$ cat src/rtl/irq_gate_pkg.sv
package irq_gate_pkg;
  localparam int PRIO_W  = 3;
  localparam int DATA_W  = 8;
  localparam int EN_BASE = 16;
  typedef logic [PRIO_W-1:0] prio_t;
  typedef logic [DATA_W-1:0] byte_t;
endpackage

$ cat src/rtl/irq_rst_sync.sv
module irq_rst_sync (
  input  logic clk,
  input  logic rst_n,
  output logic rst_sync_n
);
  logic [1:0] sync_q;
  logic [1:0] sync_d;

  always_comb begin
    sync_d = {sync_q[0], 1'b1};
  end

  always_ff @(posedge clk or negedge rst_n) begin
    if (!rst_n) sync_q <= 2'b00;
    else        sync_q <= sync_d;
  end

  assign rst_sync_n = sync_q[1];
endmodule

$ cat src/rtl/irq_cfg_regs.sv
module irq_cfg_regs
  import irq_gate_pkg::*;
#(
  parameter int NUM_SRC = 8,
  parameter int ADDR_W  = 8
) (
  input  logic               clk,
  input  logic               rst_sync_n,
  input  logic               reg_wr,
  input  logic [ADDR_W-1:0]  reg_addr,
  input  byte_t              reg_wdata,
  output byte_t              reg_rdata,
  output prio_t              prio_q [NUM_SRC],
  output logic [NUM_SRC-1:0] en_q
);
  localparam int EN_BYTES = (NUM_SRC + DATA_W - 1) / DATA_W;

  prio_t              prio_d  [NUM_SRC];
  logic [NUM_SRC-1:0] prio_ce;
  logic [NUM_SRC-1:0] en_d;
  logic               en_ce;

  // Priority fields: per-entry clock enable, no reset (value undefined until written)
  always_comb begin
    for (int i = 0; i < NUM_SRC; i++) begin
      prio_ce[i] = reg_wr && (reg_addr == ADDR_W'(i));
      prio_d[i]  = reg_wdata[PRIO_W-1:0];
    end
  end

  for (genvar g = 0; g < NUM_SRC; g++) begin : g_prio
    always_ff @(posedge clk) begin
      if (prio_ce[g]) prio_q[g] <= prio_d[g];
    end
  end

  // Enable bits: byte-addressed, reset to zero
  always_comb begin
    en_d  = en_q;
    en_ce = 1'b0;
    for (int k = 0; k < EN_BYTES; k++) begin
      if (reg_wr && (reg_addr == ADDR_W'(EN_BASE + k))) begin
        en_ce = 1'b1;
        for (int j = 0; j < DATA_W; j++) begin
          if (k * DATA_W + j < NUM_SRC) en_d[k*DATA_W+j] = reg_wdata[j];
        end
      end
    end
  end

  always_ff @(posedge clk or negedge rst_sync_n) begin
    if (!rst_sync_n)  en_q <= '0;
    else if (en_ce)   en_q <= en_d;
  end

  // Read mux
  always_comb begin
    reg_rdata = '0;
    for (int i = 0; i < NUM_SRC; i++) begin
      if (reg_addr == ADDR_W'(i)) reg_rdata[PRIO_W-1:0] = prio_q[i];
    end
    for (int k = 0; k < EN_BYTES; k++) begin
      if (reg_addr == ADDR_W'(EN_BASE + k)) begin
        for (int j = 0; j < DATA_W; j++) begin
          if (k * DATA_W + j < NUM_SRC) reg_rdata[j] = en_q[k*DATA_W+j];
        end
      end
    end
  end
endmodule

$ cat src/rtl/irq_arbiter.sv
module irq_arbiter
  import irq_gate_pkg::*;
#(
  parameter int NUM_SRC = 8,
  parameter int IDX_W   = 3
) (
  input  logic [NUM_SRC-1:0] src_pend,
  input  logic [NUM_SRC-1:0] en,
  input  prio_t              prio [NUM_SRC],
  input  prio_t              cpu_level,
  output logic               win_valid,
  output logic [IDX_W-1:0]   win_idx,
  output prio_t              win_prio
);
  logic [NUM_SRC-1:0] elig;

  for (genvar g = 0; g < NUM_SRC; g++) begin : g_elig
    assign elig[g] = src_pend[g] && en[g] && (prio[g] > cpu_level);
  end

  // Scan from index 0 upward; only a strictly higher priority replaces the
  // current best, so the lowest index keeps a tie.
  always_comb begin
    win_valid = 1'b0;
    win_idx   = '0;
    win_prio  = '0;
    for (int i = 0; i < NUM_SRC; i++) begin
      if (elig[i] && (!win_valid || (prio[i] > win_prio))) begin
        win_valid = 1'b1;
        win_idx   = IDX_W'(i);
        win_prio  = prio[i];
      end
    end
  end
endmodule

$ cat src/rtl/irq_prio_gate.sv
module irq_prio_gate
  import irq_gate_pkg::*;
#(
  parameter int NUM_SRC = 8,
  parameter int ADDR_W  = 8,
  localparam int IDX_W  = (NUM_SRC > 1) ? $clog2(NUM_SRC) : 1
) (
  input  logic               clk,
  input  logic               rst_n,
  input  logic               reg_wr,
  input  logic [ADDR_W-1:0]  reg_addr,
  input  logic [7:0]         reg_wdata,
  output logic [7:0]         reg_rdata,
  input  logic [NUM_SRC-1:0] src_pend,
  input  logic [2:0]         cpu_level,
  output logic               irq_req,
  output logic [IDX_W-1:0]   irq_src,
  output logic [2:0]         irq_prio,
  output logic [NUM_SRC-1:0] dma_trig,
  output logic               wake_any
);
  logic               rst_sync_n;
  prio_t              prio_q [NUM_SRC];
  logic [NUM_SRC-1:0] en_q;
  logic               win_valid;
  logic [IDX_W-1:0]   win_idx;
  prio_t              win_prio;

  logic               req_q, req_d;
  logic [IDX_W-1:0]   src_q, src_d;
  prio_t              pri_q, pri_d;

  irq_rst_sync u_rst (
    .clk        (clk),
    .rst_n      (rst_n),
    .rst_sync_n (rst_sync_n)
  );

  irq_cfg_regs #(.NUM_SRC(NUM_SRC), .ADDR_W(ADDR_W)) u_regs (
    .clk        (clk),
    .rst_sync_n (rst_sync_n),
    .reg_wr     (reg_wr),
    .reg_addr   (reg_addr),
    .reg_wdata  (reg_wdata),
    .reg_rdata  (reg_rdata),
    .prio_q     (prio_q),
    .en_q       (en_q)
  );

  irq_arbiter #(.NUM_SRC(NUM_SRC), .IDX_W(IDX_W)) u_arb (
    .src_pend  (src_pend),
    .en        (en_q),
    .prio      (prio_q),
    .cpu_level (cpu_level),
    .win_valid (win_valid),
    .win_idx   (win_idx),
    .win_prio  (win_prio)
  );

  always_comb begin
    req_d = win_valid;
    src_d = win_valid ? win_idx  : '0;
    pri_d = win_valid ? win_prio : '0;
  end

  always_ff @(posedge clk or negedge rst_sync_n) begin
    if (!rst_sync_n) begin
      req_q <= 1'b0;
      src_q <= '0;
      pri_q <= '0;
    end else begin
      req_q <= req_d;
      src_q <= src_d;
      pri_q <= pri_d;
    end
  end

  assign irq_req  = req_q;
  assign irq_src  = src_q;
  assign irq_prio = pri_q;
  assign dma_trig = src_pend & en_q;
  assign wake_any = |dma_trig;
endmodule

$ cat config.mk
export PLATFORM = sky130hd
export DESIGN_NAME = irq_prio_gate
export DESIGN_NICKNAME = d
export VERILOG_FILES = /design/src/rtl/irq_gate_pkg.sv /design/src/rtl/irq_rst_sync.sv /design/src/rtl/irq_cfg_regs.sv /design/src/rtl/irq_arbiter.sv /design/src/rtl/irq_prio_gate.sv
export SDC_FILE = /design/constraint.sdc
export NUM_CORES = 1
export LEC_CHECK = 0
export ABC_AREA = 1
export BUFFER_PORTS_ARGS = -buffer_cell sky130_fd_sc_hd__buf_4
export CORE_AREA = 2 2 92 94
export CTS_CLUSTER_SIZE = 12
export DETAILED_ROUTE_END_ITERATION = 16
export DIE_AREA = 0 0 94 96
export GPL_TIMING_DRIVEN = 0
export PLACE_DENSITY = 0.74
export SETUP_SLACK_MARGIN = 0.15
export SYNTH_ARGS = -nofsm -noshare
export SYNTH_HDL_FRONTEND = slang
export SYNTH_HIERARCHICAL = 1
export SYNTH_SLANG_ARGS = --single-unit
$ cat constraint.sdc
create_clock -name clk -period 2.5 [get_ports clk]
set_input_delay 0.125 -clock clk [delete_from_list [all_inputs] [get_ports clk]]
set_output_delay 0.125 -clock clk [all_outputs]
set_load 0.02 [all_outputs]
# Word level (Yosys, flattened, before mapping)
# Index checks and enable logic that the tools add are counted.
[classes]
magnitude_cmp = 15
eq_ne = 8
n_mux = 35
n_bitwise = 1
n_reduce_logical = 49
[ops]
columns = ["op", "count"]
rows = [
  ["2-to-1 mux 3 bit", 22],
  ["> comparator 3 bit", 15],
  ["== test 8 x 3 -> 1 bit (second input constant)", 4],
  ["logical AND 1 bit", 32],
  ["== test 8 x 2 -> 1 bit (second input constant)", 2],
  ["2-to-1 mux 1 bit", 10],
  ["AND 8 bit", 1],
  ["== test 8 x 1 -> 1 bit (second input constant)", 1],
  ["== test 8 x 5 -> 1 bit (second input constant)", 1],
  ["zero test 8 bit", 1],
  ["2-to-1 mux 8 bit", 1],
  ["OR reduction 8 bit", 1],
  ["zero test 1 bit", 7],
  ["logical OR 1 bit", 7],
  ["2-to-1 mux 2 bit", 2],
  ["AND reduction 2 bit", 1],
]
[totals]
ff_bits = 41
in_bits = 30
out_inout_bits = 24
elab_cells = 121

# Longest topological paths before layout
[depth]
ltp_word = 32
depth_mapped = 71
depth_no_buf = 71

# Modules after synthesis
# Netlist, hierarchy kept.
[by_module_without_submodules]
columns = ["mod", "n_inst", "cells_each", "area_each_um2", "seq_area_each_um2"]
rows = [
  ["irq_arbiter", 1, 271, 1654.1, 0.0],
  ["irq_cfg_regs", 1, 154, 1521.5, 920.9],
  ["irq_prio_gate", 1, 42, 306.5, 175.2],
  ["irq_rst_sync", 1, 3, 53.8, 50.0],
]

# Worst setup path after synthesis
# No wires, ideal clock.
[synth_timing]
path_type = "reg2reg"
from = "register u_regs/prio_q[23] in the netlist's numbering"
to = "register pri_q[2] (netlist: irq_prio[2])"
setup_time_ns = 0.113
t_arrival_ns = 7.707
t_required_ns = 2.387
path_slack_ns = -5.320
stages_incl_launch_ff = 71
path_buffers = 0
period_less_slack_ns = 7.820
path_cell_list = "edfxtp_1 -> ha_1 -> nand2_1 -> nand2_1 -> inv_1 -> nand2_1 -> nand2_4 -> nor2_1 -> inv_1 -> ha_1 -> a21oi_1 -> nand2_1 -> nand2_1 -> nand2_1 -> nand2_1 -> nand2_1 -> and2_1 -> ha_1 -> [... 35 more ...] -> nand2_1 -> o21ai_0 -> nand2_1 -> nand2_2 -> nand2_2 -> or2_1 -> nand2_1 -> ha_1 -> a21oi_1 -> o21ai_0 -> nand2_1 -> nand2_4 -> nand2_4 -> clkinv_2 -> nand2_1 -> nand2_1 -> nand2_1 -> inv_1"
[synth_between]
elab_chain_len = 32
word_cells_on_any_way = 47
cone_classes = "8 x order compare; 17 x mux; 22 x reduce/logical"
[synth_lines]
columns = ["element", "line_no", "rtl"]
rows = [
  ["start: declaration", "irq_cfg_regs.sv:13", "output prio_t prio_q [NUM_SRC],"],
  ["start signal: indexed assignment", "irq_cfg_regs.sv:33", "if (prio_ce[g]) prio_q[g] <= prio_d[g];"],
  ["> comparator 3 bit", "irq_arbiter.sv:18", "assign elig[g] = src_pend[g] && en[g] && (prio[g] > cpu_level);"],
  ["logical AND 1 bit", "irq_arbiter.sv:18", ""],
  ["2-to-1 mux 3 bit or 2-to-1 mux 1 bit (tied branches)", "irq_arbiter.sv:28", "if (elig[i] && (!win_valid || (prio[i] > win_prio))) begin"],
  ["> comparator 3 bit or zero test 1 bit (tied branches)", "irq_arbiter.sv:28", ""],
  ["logical OR 1 bit", "irq_arbiter.sv:28", ""],
  ["logical AND 1 bit", "irq_arbiter.sv:28", ""],
  ["2-to-1 mux 3 bit or 2-to-1 mux 1 bit (tied branches)", "irq_arbiter.sv:28", ""],
  ["> comparator 3 bit or zero test 1 bit (tied branches)", "irq_arbiter.sv:28", ""],
  ["[... 18 more ...]", "n/a", ""],
  ["2-to-1 mux 3 bit or 2-to-1 mux 1 bit (tied branches)", "irq_arbiter.sv:28", ""],
  ["> comparator 3 bit or zero test 1 bit (tied branches)", "irq_arbiter.sv:28", ""],
  ["logical OR 1 bit", "irq_arbiter.sv:28", ""],
  ["logical AND 1 bit", "irq_arbiter.sv:28", ""],
  ["2-to-1 mux 3 bit *", "irq_arbiter.sv:28", ""],
  ["via win_prio[2]", "irq_prio_gate.sv:27", "prio_t win_prio;"],
  ["2-to-1 mux 3 bit *", "irq_prio_gate.sv:63", "pri_d = win_valid ? win_prio : '0;"],
  ["via pri_d[2]", "irq_prio_gate.sv:31", "prio_t pri_q, pri_d;"],
  ["end signal: assignment", "irq_prio_gate.sv:74", "pri_q <= pri_d;"],
  ["end: declaration", "irq_prio_gate.sv:31", ""],
]
# Mark *: on every way through the listed nets, which the timed path passes. The rest lies on a longest branch.
# A chain may end at the register's enable or synchronous reset.

# Worst setup path after layout
[layout_timing]
from = "register u_regs/prio_q[23] in the netlist's numbering"
to = "register pri_q[1] (netlist: irq_prio[1])"
# Same word-level chain as after synthesis.

==> results.txt <==
----------------------------------------------------
[Critical path]
  Slowest Stage Delay on Critical Path ... 450 ps
  Slowest cell on crit path ... edfxtp_1
  Kind of critical path ... flop to flop
  Most frequent cell on the critical path ... nand2_2
  Data arrival time of the critical path ... 8560 ps
  Critical Path Fanout Max ... 7
  Nature of the critical path endpoint ... flop
  Data required time of the critical path ... 2690 ps
  Type of origin of the critical path ... flop

[Placed design]
  Standard cell area after detailed placement ... 4161 µm²
  Placed cells ... 627
  Count of port buffers added during placement ... 52
  Detailed-placement wirelength estimate ... 7122 µm
  Last weighted congestion value of the routability-driven placer ... 0.9023

[Drt]
  Number of vias after detailed routing ... 3791
  Residual antenna-violating net count after detailed routing ... 0
  DRC viols ... 0
  Overall routed net length ... 11700 µm
  Post-detailed-route via-to-cell ratio ... 5.400
  Initial DRC Count ... 155
  Detail-routed net length per standard cell ... 16.67 µm
  Iteration count of the initial detailed-routing pass ... 5

[Power]
  Portion of total power attributed to the clock network ... 29.3%
  Largest vdd supply drop ... 0.2581 mV
  Switching Power ... 0.0005598 W
  Leakage component of the power ... 2.741 nW
  Power share of the combinational group ... 29.3%
  Power density relative to cell area ... 341.1 nW/µm²
  Pint ... 0.001277 W
  Fraction of power consumed by sequential logic ... 41.3%
  Share of total power consumed by net switching ... 30.47%

[Logic synthesis]
  Area share of the largest cell type after synthesis ... 20.38%
  Summed instance area of the synthesized netlist ... 3536 µm²
  Most area-consuming cells after synthesis ... edfxtp_1, ha_1, nand2_1
  Net count of the mapped netlist ... 545
  Main flop type after synthesis ... edfxtp_1
  Sequential element share of the synthesized area ... 32.41%
  Top-count cell post-synth ... nand2_1
  EDFF count, synth ... 24
  Post-synth top cells ... nand2_1, inv_1, nand3_1
  Count of yosys warnings during synthesis ... 6
  Post-synthesis cell type count ... 38
  Register bit count reported by yosys ... 41
  Share of synthesized registers carrying an async set or reset ... 41.46%
  Cell taking the most area after synthesis ... edfxtp_1
  Cells after synthesis ... 470
  Mapped Avg Cell Area ... 7.523 µm²

[Run status]
  Status ... finished with violations
  Failing checks ... setup timing

[Floorplan]
  Core footprint ... 8051 µm²
  Number of placement rows ... 33
  Die extent in x ... 94 µm
  Number of top-level design ports ... 54
  Die ar. ... 9024 µm²
  Chip Height ... 96 µm
  Initial core utilization ... 43.92%

[Clocking]
  Clk slew on worst S/H paths ... 90 ps
  Clock tree from TritonCTS ... built
  Clock Tree Root ... clkbuf_8
  Clock insertion delay at the later pin of the skew report ... 300 ps
  Maximum level of the CTS H-tree ... 2
  Number of sinks handled by clock tree synthesis ... 41
  Maximum buffer depth of the clock tree ... 2
  Total clock buffers created by CTS ... 5

[Layout]
  Final Instance Count excl. Fillers ... 702
  Inserted Diodes ... 0
  Final Instance Area ... 5385 µm²
  P&R area growth vs syn ... 52.30%
  Net total in the final layout ... 671
  Layout cell share with drive strength beyond 1 ... 46.73%
  Number of fillers in the final layout ... 595
  Post-layout utilization of the core ... 66.88%

[Global routing]
  Largest net degree at the start of global routing ... 16
  Number of antenna violations at the first check in global routing ... 0
  Sum of overflow across all layers after global routing ... 0
  Total track usage ... 23.89%
  Via count of the first global-routing pass ... 3670
  Global-route wire length before repair ... 16700 µm

[Timing]
  Unrepaired setup endpoints after global routing ... yes
  Highest clock rate ... 119.4 MHz
  Final setup violation count ... 6
  Slew at the pin closest to its max-slew limit ... 689.1 ps
  Shortest period the worst path allows ... 8377 ps
  Crit share post-route ... 335.1%
  Fin. max-slew vios ... 0
  Slew margin rel. ... 53.64%
  Layout Skew ... 17.48 ps
  Final number of hold-violating endpoints ... 0
  Worst Slack Setup Final ... -5877 ps

[Job]
  # Max-Cap Violations ... 0

[Min path]
  Class of the tightest hold or removal check ... primary input to flop

----------------------------------------------------
## sequential cells by signal (all words and copies together) (netlist names)
signal and flops:
irq_prio 3, irq_src 3, u_regs/prio_q 24, u_regs/en_q 8, u_rst/sync_q 2, irq_req 1
## stage by stage
stage | worst slack (ps) | TNS, ps | hold WS [ps] | total power [W]
4_1_cts | -5312 | -31760 | 62.94 | 0.001747
2_1_floorplan | -4950 | -29590 | -170.6 | 0.001031
6_report | -5877 | -35050 | 62.68 | 0.001837
3_5_place_dp | -5784 | -34580 | -90.45 | 0.001173
3_3_place_gp | -5637 | -33690 | -91.60 | 0.001159
5_1_grt | -6201 | -37000 | 58.80 | 0.001926
## routing by layer
layer | part of all wire [%] | vias to the layer above | track usage [%]
met2 | 51 | 164 | 43.21
met3 | 5.6 | 51 | 4.385
met1 | 38 | 1790 | 27.24
met4 | 4.6 | 0 | 11.35
met5 | 0 | - | 0
li1 | - | 1786 | -
## kinds of logic after synthesis
logic type	after synthesis	share of synthesized area [%]
AO/OA/AOI/OAI	33	6.122
adder cells (fa/ha/maj)	45	15.92
buffers and inverters	75	8.422
flip-flops	41	32.41
other	1	0.1061
AND/OR/NAND/NOR	275	37.01
## worst max-delay path, delay by kind of cell (launching register included)
family	cells	cell delay, ps
and+or+nand+nor	46	4090
AOI/OAI and AO/OA	7	880
DFF	1	450
adders and majority gates	8	2170
buffers and inverters	8	630
## what timing repair did
item | in CTS | in global routing
setup buffers | 42 | 24
endpoints found under the hold margin | 2 | 0
hold buffers | 1 | 0
gates resized for setup | 54 | 76
pin swaps | 66 | 62
setup endpoints to repair | 6 | 7
## worst paths after layout
kind,startpoint,end,slack [ps],cells after the start
setup / recovery,u_regs/prio_q[23],irq_prio[1],-5880,69
hold / removal,reg_wdata[6],u_regs/en_q[6],60,3
setup reg to reg,u_regs/prio_q[23],irq_prio[1],-5880,69
hold reg to reg,u_rst/sync_q[1],u_regs/en_q[0],280,0
max in group asynchronous,u_rst/sync_q[1],irq_src[2],1770,0
min in group asynchronous,rst_n,u_rst/sync_q[0],150,2
## cell usage in the layout (no fill, tap or decap), types with 8 or more instances in the layout
master and n:
buf_4 117, nand2_1 82, inv_1 60, nor2_1 43
nand2_2 35, nand3_1 33, ha_1 27, nand2_4 24
edfxtp_1 24, ha_4 18, dfrtp_1 17, a21oi_2 12
nand3_2 10, inv_2 9, nand3_4 9, and2_4 8
## power groups by stage
stage / combinational, W / sequential (W) / clock [W]
after floorplan: 0.000239 / 0.000792 / 0
after global placement: 0.000385 / 0.000774 / 0
after detailed placement: 0.000399 / 0.000774 / 0
after CTS: 0.000448 / 0.000760 / 0.000539
after global routing: 0.000586 / 0.000763 / 0.000577
final: 0.000539 / 0.000760 / 0.000539
## final cells by class
| type | count | area, µm² | share of cell area, % |
|---|---|---|---|
| Multi-Input combinational cell | 354 | 2783 | 51.67 |
| Buffer | 2 | 22.52 | 0.4182 |
| Tap cell | 105 | 131.4 | 2.440 |
| Clock inverter | 2 | 38.79 | 0.7203 |
| Inverter | 73 | 291.5 | 5.414 |
| Timing Repair Buffer | 119 | 899.6 | 16.71 |
| Sequential cell | 41 | 1146 | 21.28 |
| Clock buffer | 6 | 72.57 | 1.348 |
No activity file was read; power rests on OpenSTA's default activity.
